[src/rtl/vpf_pkg.sv]
package vpf_pkg;
  // Control-to-datapath strobes
  typedef struct packed {
    logic load;     // capture operands and mask
    logic advance;  // current element accepted, retire it
  } vpfStrobe_t;

  typedef struct packed {
    logic       write;
    logic [1:0] level;
    logic       stream;
  } vpfHint_t;

  localparam logic [10:0] OPC_HI  = 11'b10000100000;
  localparam logic [2:0]  OPC_MID = 3'b110;

  // Fixed-bit mismatch or undefined offset register
  function automatic logic encBad(input logic [31:0] w);
    return (w[31:21] != OPC_HI) || (w[15:13] != OPC_MID) || w[4] ||
           (w[20:16] == 5'b11111);
  endfunction

  // Immediate-only hint form: no level, treated as no-op
  function automatic logic hintNop(input logic [31:0] w);
    return w[2:1] == 2'b11;
  endfunction
endpackage

[src/rtl/vpf_dpath.sv]
module vpf_dpath
  import vpf_pkg::*;
#(
  parameter int VLEN  = 256,
  parameter int NELEM = VLEN / 8,
  localparam int EW   = $clog2(NELEM)
) (
  input  logic             clk,
  input  logic             rstN,
  input  vpfStrobe_t       strobe,
  input  logic [31:0]      instWord,
  input  logic [63:0]      gprBase,
  input  logic [63:0]      spBase,
  input  logic [63:0]      idxVal,
  input  logic [NELEM-1:0] predMask,
  output logic [63:0]      reqAddr,
  output vpfHint_t         hint,
  output logic             anyLeft,
  output logic             lastLeft
);
  logic [63:0]      baseQ, idxQ;
  vpfHint_t         hintQ;
  logic [NELEM-1:0] pendQ;
  logic [EW-1:0]    curEl;

  always_ff @(posedge clk or negedge rstN) begin
    if (!rstN) begin
      baseQ <= '0;
      idxQ  <= '0;
      hintQ <= '0;
      pendQ <= '0;
    end else if (strobe.load) begin
      baseQ <= (instWord[9:5] == 5'd31) ? spBase : gprBase;
      idxQ  <= idxVal;
      hintQ <= '{write: instWord[3], level: instWord[2:1], stream: instWord[0]};
      pendQ <= predMask;
    end else if (strobe.advance) begin
      pendQ <= pendQ & (pendQ - 1'b1);  // retire lowest pending element
    end
  end

  // Lowest pending element
  always_comb begin
    curEl = '0;
    for (int i = NELEM - 1; i >= 0; i--)
      if (pendQ[i]) curEl = EW'(i);
  end

  assign anyLeft  = |pendQ;
  assign lastLeft = ((pendQ & (pendQ - 1'b1)) == '0);
  assign reqAddr  = baseQ + idxQ + 64'(curEl);
  assign hint     = hintQ;
endmodule

[src/rtl/vpf_ctrl.sv]
module vpf_ctrl
  import vpf_pkg::*;
(
  input  logic        clk,
  input  logic        rstN,
  input  logic        start,
  input  logic [31:0] instWord,
  input  logic        maskAny,
  input  logic        anyLeft,
  input  logic        lastLeft,
  input  logic        reqReady,
  output vpfStrobe_t  strobe,
  output logic        reqValid,
  output logic        busy,
  output logic        done,
  output logic        encErr
);
  logic busyQ, doneQ, errQ;
  logic accept, bad, go, fire;

  assign accept   = start && !busyQ;
  assign bad      = encBad(instWord);
  assign go       = accept && !bad && !hintNop(instWord) && maskAny;
  assign reqValid = busyQ && anyLeft;
  assign fire     = reqValid && reqReady;

  assign strobe.load    = go;
  assign strobe.advance = fire;

  always_ff @(posedge clk or negedge rstN) begin
    if (!rstN) begin
      busyQ <= 1'b0;
      doneQ <= 1'b0;
      errQ  <= 1'b0;
    end else begin
      doneQ <= 1'b0;
      errQ  <= 1'b0;
      if (accept && !go) begin
        doneQ <= 1'b1;
        errQ  <= bad;
      end else if (go) begin
        busyQ <= 1'b1;
      end else if (fire && lastLeft) begin
        busyQ <= 1'b0;
        doneQ <= 1'b1;
      end
    end
  end

  assign busy   = busyQ;
  assign done   = doneQ;
  assign encErr = errQ;
endmodule

[src/rtl/vec_prefetch_seq.sv]
module vec_prefetch_seq
  import vpf_pkg::*;
#(
  parameter int VLEN   = 256,
  localparam int NELEM = VLEN / 8
) (
  input  logic             clk,
  input  logic             rstN,
  input  logic             start,
  input  logic [31:0]      instWord,
  input  logic [63:0]      gprBase,
  input  logic [63:0]      spBase,
  input  logic [63:0]      idxVal,
  input  logic [NELEM-1:0] predMask,
  output logic             reqValid,
  input  logic             reqReady,
  output logic [63:0]      reqAddr,
  output logic             reqWrite,
  output logic [1:0]       reqLevel,
  output logic             reqStream,
  output logic             busy,
  output logic             done,
  output logic             encErr
);
  vpfStrobe_t strobe;
  vpfHint_t   hint;
  logic       anyLeft, lastLeft;

  vpf_ctrl u_ctrl (
    .clk(clk), .rstN(rstN), .start(start), .instWord(instWord),
    .maskAny(|predMask), .anyLeft(anyLeft), .lastLeft(lastLeft),
    .reqReady(reqReady), .strobe(strobe), .reqValid(reqValid),
    .busy(busy), .done(done), .encErr(encErr)
  );

  vpf_dpath #(.VLEN(VLEN)) u_dpath (
    .clk(clk), .rstN(rstN), .strobe(strobe), .instWord(instWord),
    .gprBase(gprBase), .spBase(spBase), .idxVal(idxVal),
    .predMask(predMask), .reqAddr(reqAddr), .hint(hint),
    .anyLeft(anyLeft), .lastLeft(lastLeft)
  );

  assign reqWrite  = hint.write;
  assign reqLevel  = hint.level;
  assign reqStream = hint.stream;
endmodule

[config.mk]
export PLATFORM = sky130hd
export DESIGN_NAME = vec_prefetch_seq
export DESIGN_NICKNAME = d
export VERILOG_FILES = /design/src/rtl/vpf_pkg.sv /design/src/rtl/vpf_dpath.sv /design/src/rtl/vpf_ctrl.sv /design/src/rtl/vec_prefetch_seq.sv
export SDC_FILE = /design/constraint.sdc
export NUM_CORES = 1
export LEC_CHECK = 0
export BUFFER_PORTS_ARGS = -buffer_cell sky130_fd_sc_hd__buf_2
export CAP_MARGIN = 30
export CORE_ASPECT_RATIO = 1.75
export CORE_UTILIZATION = 54
export DETAILED_ROUTE_END_ITERATION = 16
export PLACE_DENSITY_LB_ADDON = 0.15
export SYNTH_ARGS = -nofsm -noshare
export SYNTH_HDL_FRONTEND = slang
export SYNTH_SLANG_ARGS = --single-unit
[constraint.sdc]
create_clock -name clk -period 7.4 [get_ports clk]
set_clock_uncertainty 0.05 [all_clocks]
set_input_delay 0.74 -clock clk [delete_from_list [all_inputs] [get_ports clk]]
set_output_delay 0.74 -clock clk [all_outputs]
set_load 0.1 [all_outputs]
Word-level counts from Yosys, hierarchy flattened
Index checks and enable logic that the tools add are counted.
{ "classes": {"bitwise_logic": 2, "eq_ne": 5, "n_reduce_logical": 21, "addsub": 3, "muxes": 41} }
{ "ops": {"columns": ["op", "count"], "rows": [
  ["5-bit 2-to-1 mux", 32],
  ["64-bit by 5-bit adder with 64-bit output", 1],
  ["64-bit adder", 1],
  ["32-bit 2-to-1 mux", 2],
  ["64-bit 2-to-1 mux", 1],
  ["32-bit OR reduction", 2],
  ["32-bit AND", 1],
  ["32-bit logical NOT", 1],
  ["32-bit by 1-bit subtractor with 32-bit output (second input constant)", 1],
  ["11-bit inequality test (second input constant)", 1],
  ["5-bit equality test (second input constant)", 2],
  ["1-bit logical AND", 8],
  ["1-bit 2-to-1 mux", 6],
  ["1-bit logical NOT", 4],
  ["2-bit nonzero test", 2],
  ["1-bit logical OR", 3],
  ["3-bit inequality test (second input constant)", 1],
  ["2-bit equality test (second input constant)", 1],
  ["2-bit AND reduction", 1],
  ["1-bit inverter", 1]
]} }
{ "totals": {"ff_bits": 167, "output_inout_bits": 72} }

Longest topological paths before layout
Gate-level depths: netlist of the first run.
{ "depth": {"ltp_word": 33, "ltp_mapped": 25, "depth_no_buf": 24} }

Hierarchy
Synthesis of the first run repeated with hierarchy kept, for this count alone.
{ "hier_totals": {"hier_cells": 1355, "area_unflattened_um2": 12324.3} }
{ "by_module_without_submodules": {"columns": ["mod", "area_each_um2", "seq_area_each_um2", "n_inst", "cells_each"], "rows": [
  ["vpf_dpath", 12006.5, 4103.9, 1, 1318],
  ["vpf_ctrl", 242.7, 75.1, 1, 26],
  ["vec_prefetch_seq", 75.1, 0.0, 1, 11]
]} }

Worst setup path after synthesis of the first run
Ideal clock, no wire load.
{ "synth_timing": {"kind": "reg-to-output", "start": "reg u_dpath.pendQ[30]", "end": "out reqAddr[37]", "slack_ns": 0.473, "path_stages_with_launch": 24, "arrival_ns": 6.137, "required_time_ns": 6.610, "cell_sequence": "dfrtp_1 > clkbuf_1 > nor2_1 > nor3_1 > o31ai_1 > a21oi_1 > o31ai_1 > a211oi_1 > o31ai_1 > nand2_1 > a211oi_1 > nor3_1 > fa_1 > ha_1 > fa_1 > a21o_1 > a21oi_1 > nor3_1 > nand3b_1 > nand2_1 > a21oi_1 > and2_1 > o21ai_0 > a221oi_1"} }
{ "synth_between": {"elab_chain_cells": 32} }
{ "synth_lines": {"columns": ["item", "line_no", "source"], "rows": [
  ["start, declared", "vpf_dpath.sv:23", "logic [NELEM-1:0] pendQ;"],
  ["start signal, assigned", "vpf_dpath.sv:36", "pendQ <= predMask;"],
  ["start signal, assigned", "vpf_dpath.sv:38", "pendQ <= pendQ & (pendQ - 1'b1);"],
  ["5-bit 2-to-1 mux (31 in a row)", "vpf_dpath.sv:46", "if (pendQ[i]) curEl = EW'(i);"],
  ["64-bit by 5-bit adder with 64-bit output", "vpf_dpath.sv:51", "assign reqAddr = baseQ + idxQ + 64'(curEl);"],
  ["end, declared", "vec_prefetch_seq.sv:17", "output logic [63:0] reqAddr,"]
]} }
No other way between the ends.

Worst setup path in the final report of the first run
{ "layout_timing": {"start": "reg u_dpath.pendQ[30]", "end": "out reqAddr[48]"} }
Same word-level chain as after synthesis.

==> flow_metrics.env, run 1 <==
export IMPL_status="finished clean"
export IMPL_gp_congestion=0.9249
export IMPL_design_die_area_mm2=0.02287
export IMPL_die_h_um=199.3
export IMPL_max_cap_violations=0
export IMPL_tightest_slew_ns=0.9012
export IMPL_cts_tree="built"
export IMPL_synth_edf_count=0
export IMPL_dp_cells=1860
export IMPL_yosys_warnings=0
export IMPL_final_cell_mix="321 x buf_2, 167 x dfrtp_1, 152 x a21oi_1, 139 x nor2_1, 120 x ha_1"
export IMPL_dp_hpwl_mm=24.71
export IMPL_cp_slowest_stage_delay_ns=0.46
export IMPL_syn_nets=1673
export IMPL_synth_ff_type="dfrtp_1"
export IMPL_post_route_min_period_ns=6.980
export IMPL_ir_drop_uv=145.4
export IMPL_ys_ff_latch=167
export IMPL_grt_start_max_net_pins=98
export IMPL_combPwrFrac=0.072
export IMPL_p_total_w=0.001969
export IMPL_powerDensity_mw_per_mm2=135.5
export IMPL_seq_area_frac_synth=0.3478
export IMPL_synth_cell_area_mm2=0.01202
export IMPL_layout_commonest_cell="buf_2"
export IMPL_power_leakage_nw=8.407
export IMPL_grt_pass1_wl_mm=50.70
export IMPL_worstSetupEndpointType="output port"
export IMPL_post_route_drc_count=0
export IMPL_initial_core_util=0.5543
export IMPL_via_per_inst=5.710
export IMPL_grt_pass1_vias=10640
export IMPL_grtUsageMet1=0.2925
export IMPL_synthDistinctLibCells=69
export IMPL_clkPwrFrac=0.463
export IMPL_fin_nets=1973
export IMPL_grt_remaining_overflow=0
export IMPL_grtUsageMet3=0.06642
export IMPL_path_class="flip-flop to output port"
export IMPL_power_switching_w=0.0004435
export IMPL_power_internal_w=0.001525
export IMPL_netlist_top_cells_area="dfrtp_1 35%, ha_1 12%, mux2i_1 6.9%, a21oi_1 6.4%, mux2_2 6.1%"
export IMPL_slew_headroom=0.3992
export IMPL_areaGrowthSynthToFinish_pct=20.93
export IMPL_clockRootBuffer="clkbuf_16"
export IMPL_io_pins=332
export IMPL_path_cells="nor2_1 -> nor3_1 -> o31ai_1 -> a21oi_1 -> o31ai_1 -> a211oi_1 -> o31ai_1 -> nand2_1 -> a211oi_1 -> nor3_1 -> fa_1 -> ha_1 -> a211oi_1 -> o21ai_0 -> a21oi_1 -> buf_4 -> a211oi_2 -> o21bai_1 -> a311o_1 -> a31oi_1 -> o21ai_0 -> o21ai_0 -> xor2_1 -> clkbuf_4"
export IMPL_cts_buffer_depth=2
export IMPL_top_usage_layer="met2"
export IMPL_setup_viol=0
export IMPL_clk_latency_ns=0.45
export IMPL_wl_per_cell_um=16.84
export IMPL_numPortBuffers=328
export IMPL_syn_area_per_cell_um2=9.336
export IMPL_h_tree_depth=4
export IMPL_start_kind="flip-flop"
export IMPL_synth_cells=1287
export IMPL_max_freq_ghz=0.1433
export IMPL_period_share=0.9432
export IMPL_antenna_left=0
export IMPL_utilization=0.6703
export IMPL_first_iter_violations=553
export IMPL_swShare=0.2253
export IMPL_antenna_found_initial=4
export IMPL_hold_class="input pin to async pin"
export IMPL_final_cells=1894
export IMPL_async_flop_share=1.000
export IMPL_critPathMaxFanout=8
export IMPL_tns_ns=0
export IMPL_rsz0062_at_grt="false"
export IMPL_slowest_stage="dfrtp_1"
export IMPL_die_w_um=114.8
export IMPL_grt_use_met2=0.5358
export IMPL_critPathRequiredTime_ns=6.61
export IMPL_maxSlewViolCount=0
export IMPL_cts_sinks=167
export IMPL_crit_family="compound AO/OA/AOI/OAI gates"
export IMPL_rows=71
export IMPL_clk_pin_slew_ns=0.07
export IMPL_synth_top_area_cell="dfrtp_1"
export IMPL_dr_pass1_iters=7
export IMPL_synth_top_cell_area_share=0.3478
export IMPL_core_area_mm2=0.02168
export IMPL_cts_buffers=17
export IMPL_seqPwrFrac=0.465
export IMPL_vias=10810
export IMPL_layout_drive_gt1_share=0.2814
export IMPL_critPathBufInv=2
export IMPL_worstPathArrival_ns=6.19
export IMPL_finalHoldViolCount=0
export IMPL_grtUsageTotal=0.2863
export IMPL_wl_mm=31.89
synth_stat cells, drive strengths merged (19+ instances only):
master  instances
mux2           65
nand2          77
mux2i          83
dfrtp         167
inv            39
xnor2          44
clkbuf         43
a21oi         153
a21o           33
o21ai          64
nor2          139
nor3           24
ha            120
nor4           19
o21bai         19
sequential cells by signal (all words and copies together), names as in the netlist:
signal and count:
u_ctrl.encErr 1, u_ctrl.done 1, u_dpath.hint 4, u_dpath.baseQ 64
u_ctrl.busy 1, u_dpath.idxQ 64, u_dpath.pendQ 32
routing by layer:
| layer | share of wire | vias up | wire [um] |
|---|---|---|---|
| li1 | - | 5288 | - |
| met1 | 0.36 | 5105 | 11450 |
| met2 | 0.54 | 346 | 17370 |
| met3 | 0.058 | 73 | 1863 |
| met4 | 0.038 | 2 | 1199 |
| met5 | 0.00041 | - | 13 |
layout make-up:
class                           instances  area [um^2]
Multi-Input combinational cell       1026         7520
Fill cell                            1900         7146
Sequential cell                       167         4179
Timing Repair Buffer                  336         1723
Clock buffer                           23        467.9
Tap cell                              292        365.4
Inverter                               39        146.4
Clock inverter                          8        121.4
Antenna cell                            3        7.507
through the flow:
stage	setup slack (ns)	hold WS, ns	area, um^2
final	0.4200	0.3247	14530
after detailed placement	0.6159	0.4452	13890
after global placement	0.6958	0.4343	13890
after floorplan	0.4734	0.3944	12020
after global routing	0.001474	0.4000	14530
after CTS	0.09155	0.3621	14480
path summary, 6_finish.rpt:
path	from	endpoint	slack [ns]	cells past startpoint
min in group clk	u_dpath.hint[2]$_DFFE_PN0P_	u_dpath.hint[2]$_DFFE_PN0P_	0.46	1
worst max register to register	u_dpath.pendQ[4]$_DFFE_PN0P_	u_ctrl.done$_DFF_PN0_	4.15	9
max in group asynchronous	rstN	u_dpath.hint[3]$_DFFE_PN0P_	5.49	2
worst min-delay path	rstN	u_dpath.pendQ[17]$_DFFE_PN0P_	0.32	1
worst min register to register	u_dpath.hint[2]$_DFFE_PN0P_	u_dpath.hint[2]$_DFFE_PN0P_	0.46	1
worst max-delay path	u_dpath.pendQ[30]$_DFFE_PN0P_	reqAddr[48]	0.42	24
worst register-to-register path: stages (launching register included):
cell	delay (ns)
dfrtp_1	0.47
nor4_2	0.54
nand3_1	0.27
or3_1	0.49
o21a_1	0.24
nand2_1	0.50
nor4_1	0.14
o211ai_1	0.12
o21bai_1	0.18
o21ai_0	0.12
power by group through the flow:
| stage | Clock, W | Sequential (W) | Combinational (W) |
|---|---|---|---|
| final | 0.000912 | 0.000915 | 0.000142 |
| after global placement | 0 | 0.000932 | 0.000141 |
| after detailed placement | 0 | 0.000932 | 0.000143 |
| after floorplan | 0 | 0.000936 | 0.0000386 |
| after CTS | 0.000925 | 0.000915 | 0.000144 |
| after global routing | 0.000960 | 0.000914 | 0.000156 |
repair_timing:
item,CTS,global route
setup buffers,0,0
hold buffers,0,0
setup endpoints to repair,0,12
gates resized for setup,0,14
cell families (layout without fill, tap and decap cells):
family	Yosys count	in the layout	synth area share
flops	167	167	0.3478
buf+inv	94	406	0.03061
fa+ha+maj	130	130	0.1383
simple gates	338	338	0.1301
mux	148	148	0.1301
compound gates	351	351	0.1802
other cells	0	3	0
xor+xnor	59	59	0.04301
(Power assumes the default switching activity.)
==> run 2: changes to the inputs <==
clock period = 7.2 ns   (was 7.4 ns; I/O delays follow)
==> run 2 against run 1 <==
  * Via count is 0.64% lower
  * Non-clock buffer count is 1 lower
  * Sequential share of layout area hardly changed
  * Register-to-register slack worse by 0.21 ns
  * Power is 0.89% lower
  * Worst hold slack worse by 0.031 ns
  * Wire length is 1.4% lower
  * First-iteration DRC count is 23% lower
  * Critical path type unchanged
  * Sequential power is 2.7% higher
==> flow_metrics.env, run 2 (synthesis gave the netlist of run 1 again) <==
export IMPL_worstSetupEndpointType="output port"
export IMPL_post_route_drc_count=0
export IMPL_initial_core_util=0.5543
export IMPL_dp_hpwl_mm=24.34
export IMPL_wl_per_cell_um=16.64
export IMPL_layout_drive_gt1_share=0.2812
export IMPL_multi_input_area_mm2=0.007517
export IMPL_via_per_inst=5.685
export IMPL_fin_nets=1972
export IMPL_wl_mm=31.45
export IMPL_p_total_w=0.001951
export IMPL_finalHoldViolCount=0
export IMPL_first_iter_violations=427
export IMPL_post_route_min_period_ns=6.934
export IMPL_cts_tree="built"
export IMPL_grt_pass1_wl_mm=49.91
export IMPL_cts_hold_fix_buffers=0
export IMPL_cp_slowest_stage_delay_ns=0.46
export IMPL_status="finished clean"
export IMPL_tightest_slew_ns=1.074
export IMPL_die_w_um=114.8
export IMPL_worstPathArrival_ns=6.16
export IMPL_seq_area_mm2=0.004179
export IMPL_reg2reg_depth=9
export IMPL_crit_family="compound AO/OA/AOI/OAI gates"
export IMPL_reg2reg_setup_slack_ns=3.94
export IMPL_antenna_found_initial=2
export IMPL_final_cells=1890
export IMPL_max_freq_ghz=0.1442
export IMPL_final_cell_mix="319 x buf_2, 167 x dfrtp_1, 151 x a21oi_1, 139 x nor2_1, 120 x ha_1"
export IMPL_slew_headroom=0.2843
export IMPL_setup_viol=0
export IMPL_start_kind="flip-flop"
export IMPL_gp_congestion=0.9176
export IMPL_die_h_um=199.3
export IMPL_cts_buffer_depth=2
export IMPL_vias=10750
export IMPL_route_met3_wl_mm=1.787
export IMPL_powerDensity_mw_per_mm2=134.5
export IMPL_cts_buffers=17
export IMPL_grt_remaining_overflow=0
export IMPL_cts_sinks=167
export IMPL_tns_ns=0
export IMPL_clockRootBuffer="clkbuf_16"
export IMPL_dr_pass1_iters=7
export IMPL_grt_pass1_vias=10680
export IMPL_r2r_end="u_ctrl.done$_DFF_PN0_"
export IMPL_hold_class="input pin to async pin"
export IMPL_dp_cells=1858
export IMPL_num_fill_cells=1911
export IMPL_critPathMaxFanout=8
export IMPL_cts_resized=1
export IMPL_areaGrowthSynthToFinish_pct=20.76
export IMPL_cts_setup_buffers=0
export IMPL_maxSlewViolCount=0
export IMPL_rows=71
export IMPL_clk_latency_ns=0.44
export IMPL_grtUsageTotal=0.2821
export IMPL_period_share=0.9631
export IMPL_critPathRequiredTime_ns=6.43
export IMPL_antenna_left=0
export IMPL_wl_met1_mm=11.27
export IMPL_grt_start_max_net_pins=247
export IMPL_layout_commonest_cell="buf_2"
export IMPL_numPortBuffers=328
export IMPL_ir_drop_uv=150.9
export IMPL_critPathBufInv=1
export IMPL_path_cells="nor2_1 -> nor3_1 -> o31ai_1 -> a21oi_1 -> o31ai_1 -> a211oi_1 -> o31ai_1 -> nand2_1 -> a211oi_1 -> nor3_1 -> fa_1 -> ha_1 -> fa_1 -> a21o_1 -> a21oi_1 -> nor3_1 -> nand3b_1 -> nand2_1 -> a21oi_2 -> a211oi_1 -> o21ai_0 -> a21oi_1 -> xnor2_1 -> clkbuf_4"
export IMPL_path_class="flip-flop to output port"
export IMPL_io_pins=332
export IMPL_reg_top3="u_dpath.baseQ x64, u_dpath.idxQ x64, u_dpath.pendQ x32"
export IMPL_r2r_start="u_dpath.pendQ[16]$_DFFE_PN0P_"
export IMPL_design_die_area_mm2=0.02287
export IMPL_top_layer_used="met5"
export IMPL_dr_wl_met2_mm=16.94
export IMPL_clk_pin_slew_ns=0.06
export IMPL_power_leakage_nw=8.390
export IMPL_h_tree_depth=4
export IMPL_slowest_stage="fa_1"
export IMPL_core_area_mm2=0.02168
export IMPL_rsz0062_at_grt="false"
export IMPL_max_cap_violations=0
-- run 2: changes by cell type in the layout (fill, tap and decap cells not counted), moves of 2 or more --
cell	before	now
diode_2	3	1
buf_6	1	3
buf_2	321	319
buf_4	10	7
bufinv_16	3	1
-- run 2: routing by layer --
layer  vias up  global-route usage
met4         2              0.1602
li1       5274                   -
met3        78             0.06491
met2       344              0.5295
met1      5047              0.2802
met5         -                   0
-- run 2: worst max path at each step --
stage / from / end / slack (ns) / cells past startpoint
2_1_floorplan: u_dpath.pendQ[30]$_DFFE_PN0P_ / reqAddr[37] / 0.29 / 23
3_3_place_gp: u_dpath.pendQ[30]$_DFFE_PN0P_ / reqAddr[63] / 0.56 / 25
3_5_place_dp: u_dpath.pendQ[30]$_DFFE_PN0P_ / reqAddr[63] / 0.51 / 25
4_1_cts: u_dpath.pendQ[30]$_DFFE_PN0P_ / reqAddr[63] / 0.10 / 25
5_1_grt: u_dpath.pendQ[30]$_DFFE_PN0P_ / reqAddr[63] / 0.02 / 25
6_report: u_dpath.pendQ[30]$_DFFE_PN0P_ / reqAddr[45] / 0.27 / 24
-- run 2: layout make-up --
class	count	share of cell area
multi-input cells	1026	0.5181
flip-flops and latches	167	0.2880
repair buffers	335	0.1213
clock buffers	22	0.03199
well taps	292	0.02518
inverters	39	0.01009
clock inverters	8	0.005174
diodes	1	0.0001725
-- run 2: power breakdown --
group | internal [W] | total, W | switching [W]
logic | 0.0000684 | 0.000147 | 0.0000788
clock network | 0.000489 | 0.000863 | 0.000375
registers | 0.000940 | 0.000940 | 0.000000724
total | 0.00150 | 0.00195 | 0.000454
-- run 2: metrics by stage --
| step | util | hold slack [ns] | cell area [um^2] | setup WS (ns) |
|---|---|---|---|---|
| after floorplan | - | 0.3744 | 12020 | 0.2934 |
| final | 0.6694 | 0.2937 | 14510 | 0.2655 |
| after CTS | 0.6656 | 0.3386 | 14430 | 0.1020 |
| after detailed placement | 0.6405 | 0.4434 | 13880 | 0.5108 |
| after global placement | 0.6405 | 0.4344 | 13880 | 0.5606 |
| after global routing | 0.6694 | 0.3774 | 14510 | 0.01849 |
==> run 3: changes to the inputs <==
clock period = 7.27 ns   (was 7.2 ns; I/O delays follow)
==> run 3 against run 2 <==
  * Worst setup slack better by 0.079 ns
  * Critical path depth unchanged
  * Non-clock buffer count is the same
  * Register-to-register slack improved by 0.04 ns
  * Flip-flop and latch count unchanged
  * Die area unchanged
  * Power is 5.4% higher
  * First-iteration DRC count increased by 41%
  * Core utilization increased by 0.41 points
  * Via count increased by 0.53%
  * Critical path type unchanged
  * Highest routed layer is now met4
==> flow_metrics.env, run 3 (synthesis gave the netlist of run 1 again) <==
export IMPL_setup_viol=0
export IMPL_core_area_mm2=0.02168
export IMPL_die_w_um=114.8
export IMPL_pre_cts_ws_ns=0.4914
export IMPL_cts_buffers=17
export IMPL_dp_cells=1857
export IMPL_tns_ns=0
export IMPL_path_class="flip-flop to output port"
export IMPL_cts_tree="built"
export IMPL_via_per_inst=5.706
export IMPL_gp_congestion=0.8985
export IMPL_finalHoldViolCount=0
export IMPL_final_cells=1893
export IMPL_power_leakage_nw=8.432
export IMPL_powerDensity_mw_per_mm2=140.8
export IMPL_maxSlewViolCount=0
export IMPL_wl_mm=31.79
export IMPL_wl_per_cell_um=16.79
export IMPL_critPathMaxFanout=8
export IMPL_layout_commonest_cell="buf_2"
export IMPL_worstSetupEndpointType="output port"
export IMPL_ir_drop_uv=155.2
export IMPL_swShare=0.2251
export IMPL_start_kind="flip-flop"
export IMPL_clkPwrFrac=0.476
export IMPL_hold_class="flip-flop to flip-flop"
export IMPL_p_total_w=0.002056
export IMPL_seq_area_mm2=0.004179
export IMPL_grt_pass1_wl_mm=49.47
export IMPL_numPortBuffers=328
export IMPL_reg_top3="u_dpath.baseQ x64, u_dpath.idxQ x64, u_dpath.pendQ x32"
export IMPL_design_die_area_mm2=0.02287
export IMPL_grt_remaining_overflow=0
export IMPL_slew_headroom=0.2429
export IMPL_clk_pin_slew_ns=0.06
export IMPL_grt_pass1_vias=10640
export IMPL_areaGrowthSynthToFinish_pct=21.50
export IMPL_io_pins=332
export IMPL_status="finished clean"
export IMPL_fin_nets=1972
export IMPL_post_route_min_period_ns=6.926
export IMPL_max_cap_violations=0
export IMPL_combPwrFrac=0.071
export IMPL_worstPathArrival_ns=6.15
export IMPL_setup_slack_ns=0.3443
export IMPL_utilization=0.6735
export IMPL_num_fill_cells=1907
export IMPL_rows=71
export IMPL_rsz0062_at_grt="false"
export IMPL_cts_buffer_depth=2
export IMPL_power_switching_w=0.0004628
export IMPL_max_freq_ghz=0.1444
export IMPL_clk_latency_ns=0.44
export IMPL_layout_drive_gt1_share=0.2814
export IMPL_initial_core_util=0.5543
export IMPL_cts_sinks=167
export IMPL_post_route_drc_count=0
export IMPL_multi_input_area_mm2=0.007515
export IMPL_antenna_left=0
export IMPL_critPathRequiredTime_ns=6.49
export IMPL_tightest_slew_ns=1.136
export IMPL_power_internal_w=0.001593
export IMPL_first_iter_violations=600
export IMPL_vias=10800
export IMPL_period_share=0.9526
export IMPL_dr_pass1_iters=5
export IMPL_final_cell_mix="320 x buf_2, 167 x dfrtp_1, 152 x a21oi_1, 139 x nor2_1, 120 x ha_1"
export IMPL_h_tree_depth=4
export IMPL_grtUsageTotal=0.2798
export IMPL_antenna_found_initial=2
export IMPL_clockRootBuffer="clkbuf_16"
export IMPL_seqPwrFrac=0.453
export IMPL_grt_start_max_net_pins=247
export IMPL_die_h_um=199.3
export IMPL_dp_hpwl_mm=24.39
==> run 3: cell count changes in the layout (fill, tap and decap cells not counted), sizes merged <==
cell         previous run  this run
buf                   331       330
bufinv                  1         4
clkbuf                 26        25
diode                   1         2
dlygate4sd3             0         1
==> run 3: worst max-delay path, stage by stage (launching register included) <==
cell and delay, ns:
dfrtp_1 0.46, nor2_1 0.15, nor3_1 0.06, o31ai_1 0.24
a21oi_1 0.12, o31ai_1 0.20, a211oi_1 0.11, o31ai_1 0.30
nand2_1 0.11, a211oi_1 0.26, nor3_1 0.12, fa_1 0.46
ha_1 0.26, fa_1 0.40, a21o_1 0.19, a21oi_1 0.28
nor3_1 0.11, nand3b_1 0.19, nand2_1 0.16, a21oi_2 0.15
a211oi_1 0.34, o21ai_0 0.19, a311oi_1 0.31, xnor2_1 0.24
buf_6 0.28
==> run 3: power groups by stage <==
stage,combinational (W),sequential [W],clock (W)
finish,0.000146,0.000931,0.000979
global route,0.000160,0.000930,0.00103
CTS,0.000146,0.000931,0.000997
detailed placement,0.000146,0.000948,0
global placement,0.000144,0.000948,0
floorplan,0.0000393,0.000953,0
==> run 3: timing repair <==
item                                    in CTS  in global routing
gates resized for setup                      1                 15
endpoints found under the setup margin       1                 12
hold buffers                                 0                  1
setup buffers                                0                  0
hold endpoints to repair                     0                  4
==> run 3: final timing paths <==
check                                                end  depth (start not counted)  slack (ns)                     startpoint
min in group asynchronous  u_dpath.pendQ[15]$_DFFE_PN0P_                          2        0.61                           rstN
hold / removal               u_dpath.hint[2]$_DFFE_PN0P_                          1        0.45    u_dpath.hint[2]$_DFFE_PN0P_
setup reg to reg                   u_ctrl.done$_DFF_PN0_                          9        3.98  u_dpath.pendQ[16]$_DFFE_PN0P_
setup / recovery                             reqAddr[49]                         24        0.34  u_dpath.pendQ[30]$_DFFE_PN0P_
hold reg to reg              u_dpath.hint[2]$_DFFE_PN0P_                          1        0.45    u_dpath.hint[2]$_DFFE_PN0P_
max in group asynchronous  u_dpath.pendQ[28]$_DFFE_PN0P_                          4        5.06                           rstN
==> run 3: metrics by stage <==
stage | cell area (um^2) | hold WS, ns
2_1_floorplan | 12020 | 0.3814
3_3_place_gp | 13880 | 0.4346
3_5_place_dp | 13880 | 0.4424
4_1_cts | 14510 | 0.3600
5_1_grt | 14600 | 0.4579
6_report | 14600 | 0.4532
==> run 3: final cells by class <==
type | instances | share of cell area
multi-input cells | 1026 | 0.5147
flip-flops and latches | 167 | 0.2863
repair buffers | 335 | 0.1203
clock buffers | 21 | 0.03154
well taps | 292 | 0.02503
clock inverters | 11 | 0.01174
inverters | 39 | 0.01003
diodes | 2 | 0.0003428
==> run 3: metal layers <==
metal  part of all wire  vias to the layer above  GRT usage
met5                  0                        -          0
met4              0.042                        0     0.1390
met3              0.060                       79    0.06703
met2               0.54                      361     0.5380
met1               0.35                     5082     0.2731
li1                   -                     5280          -
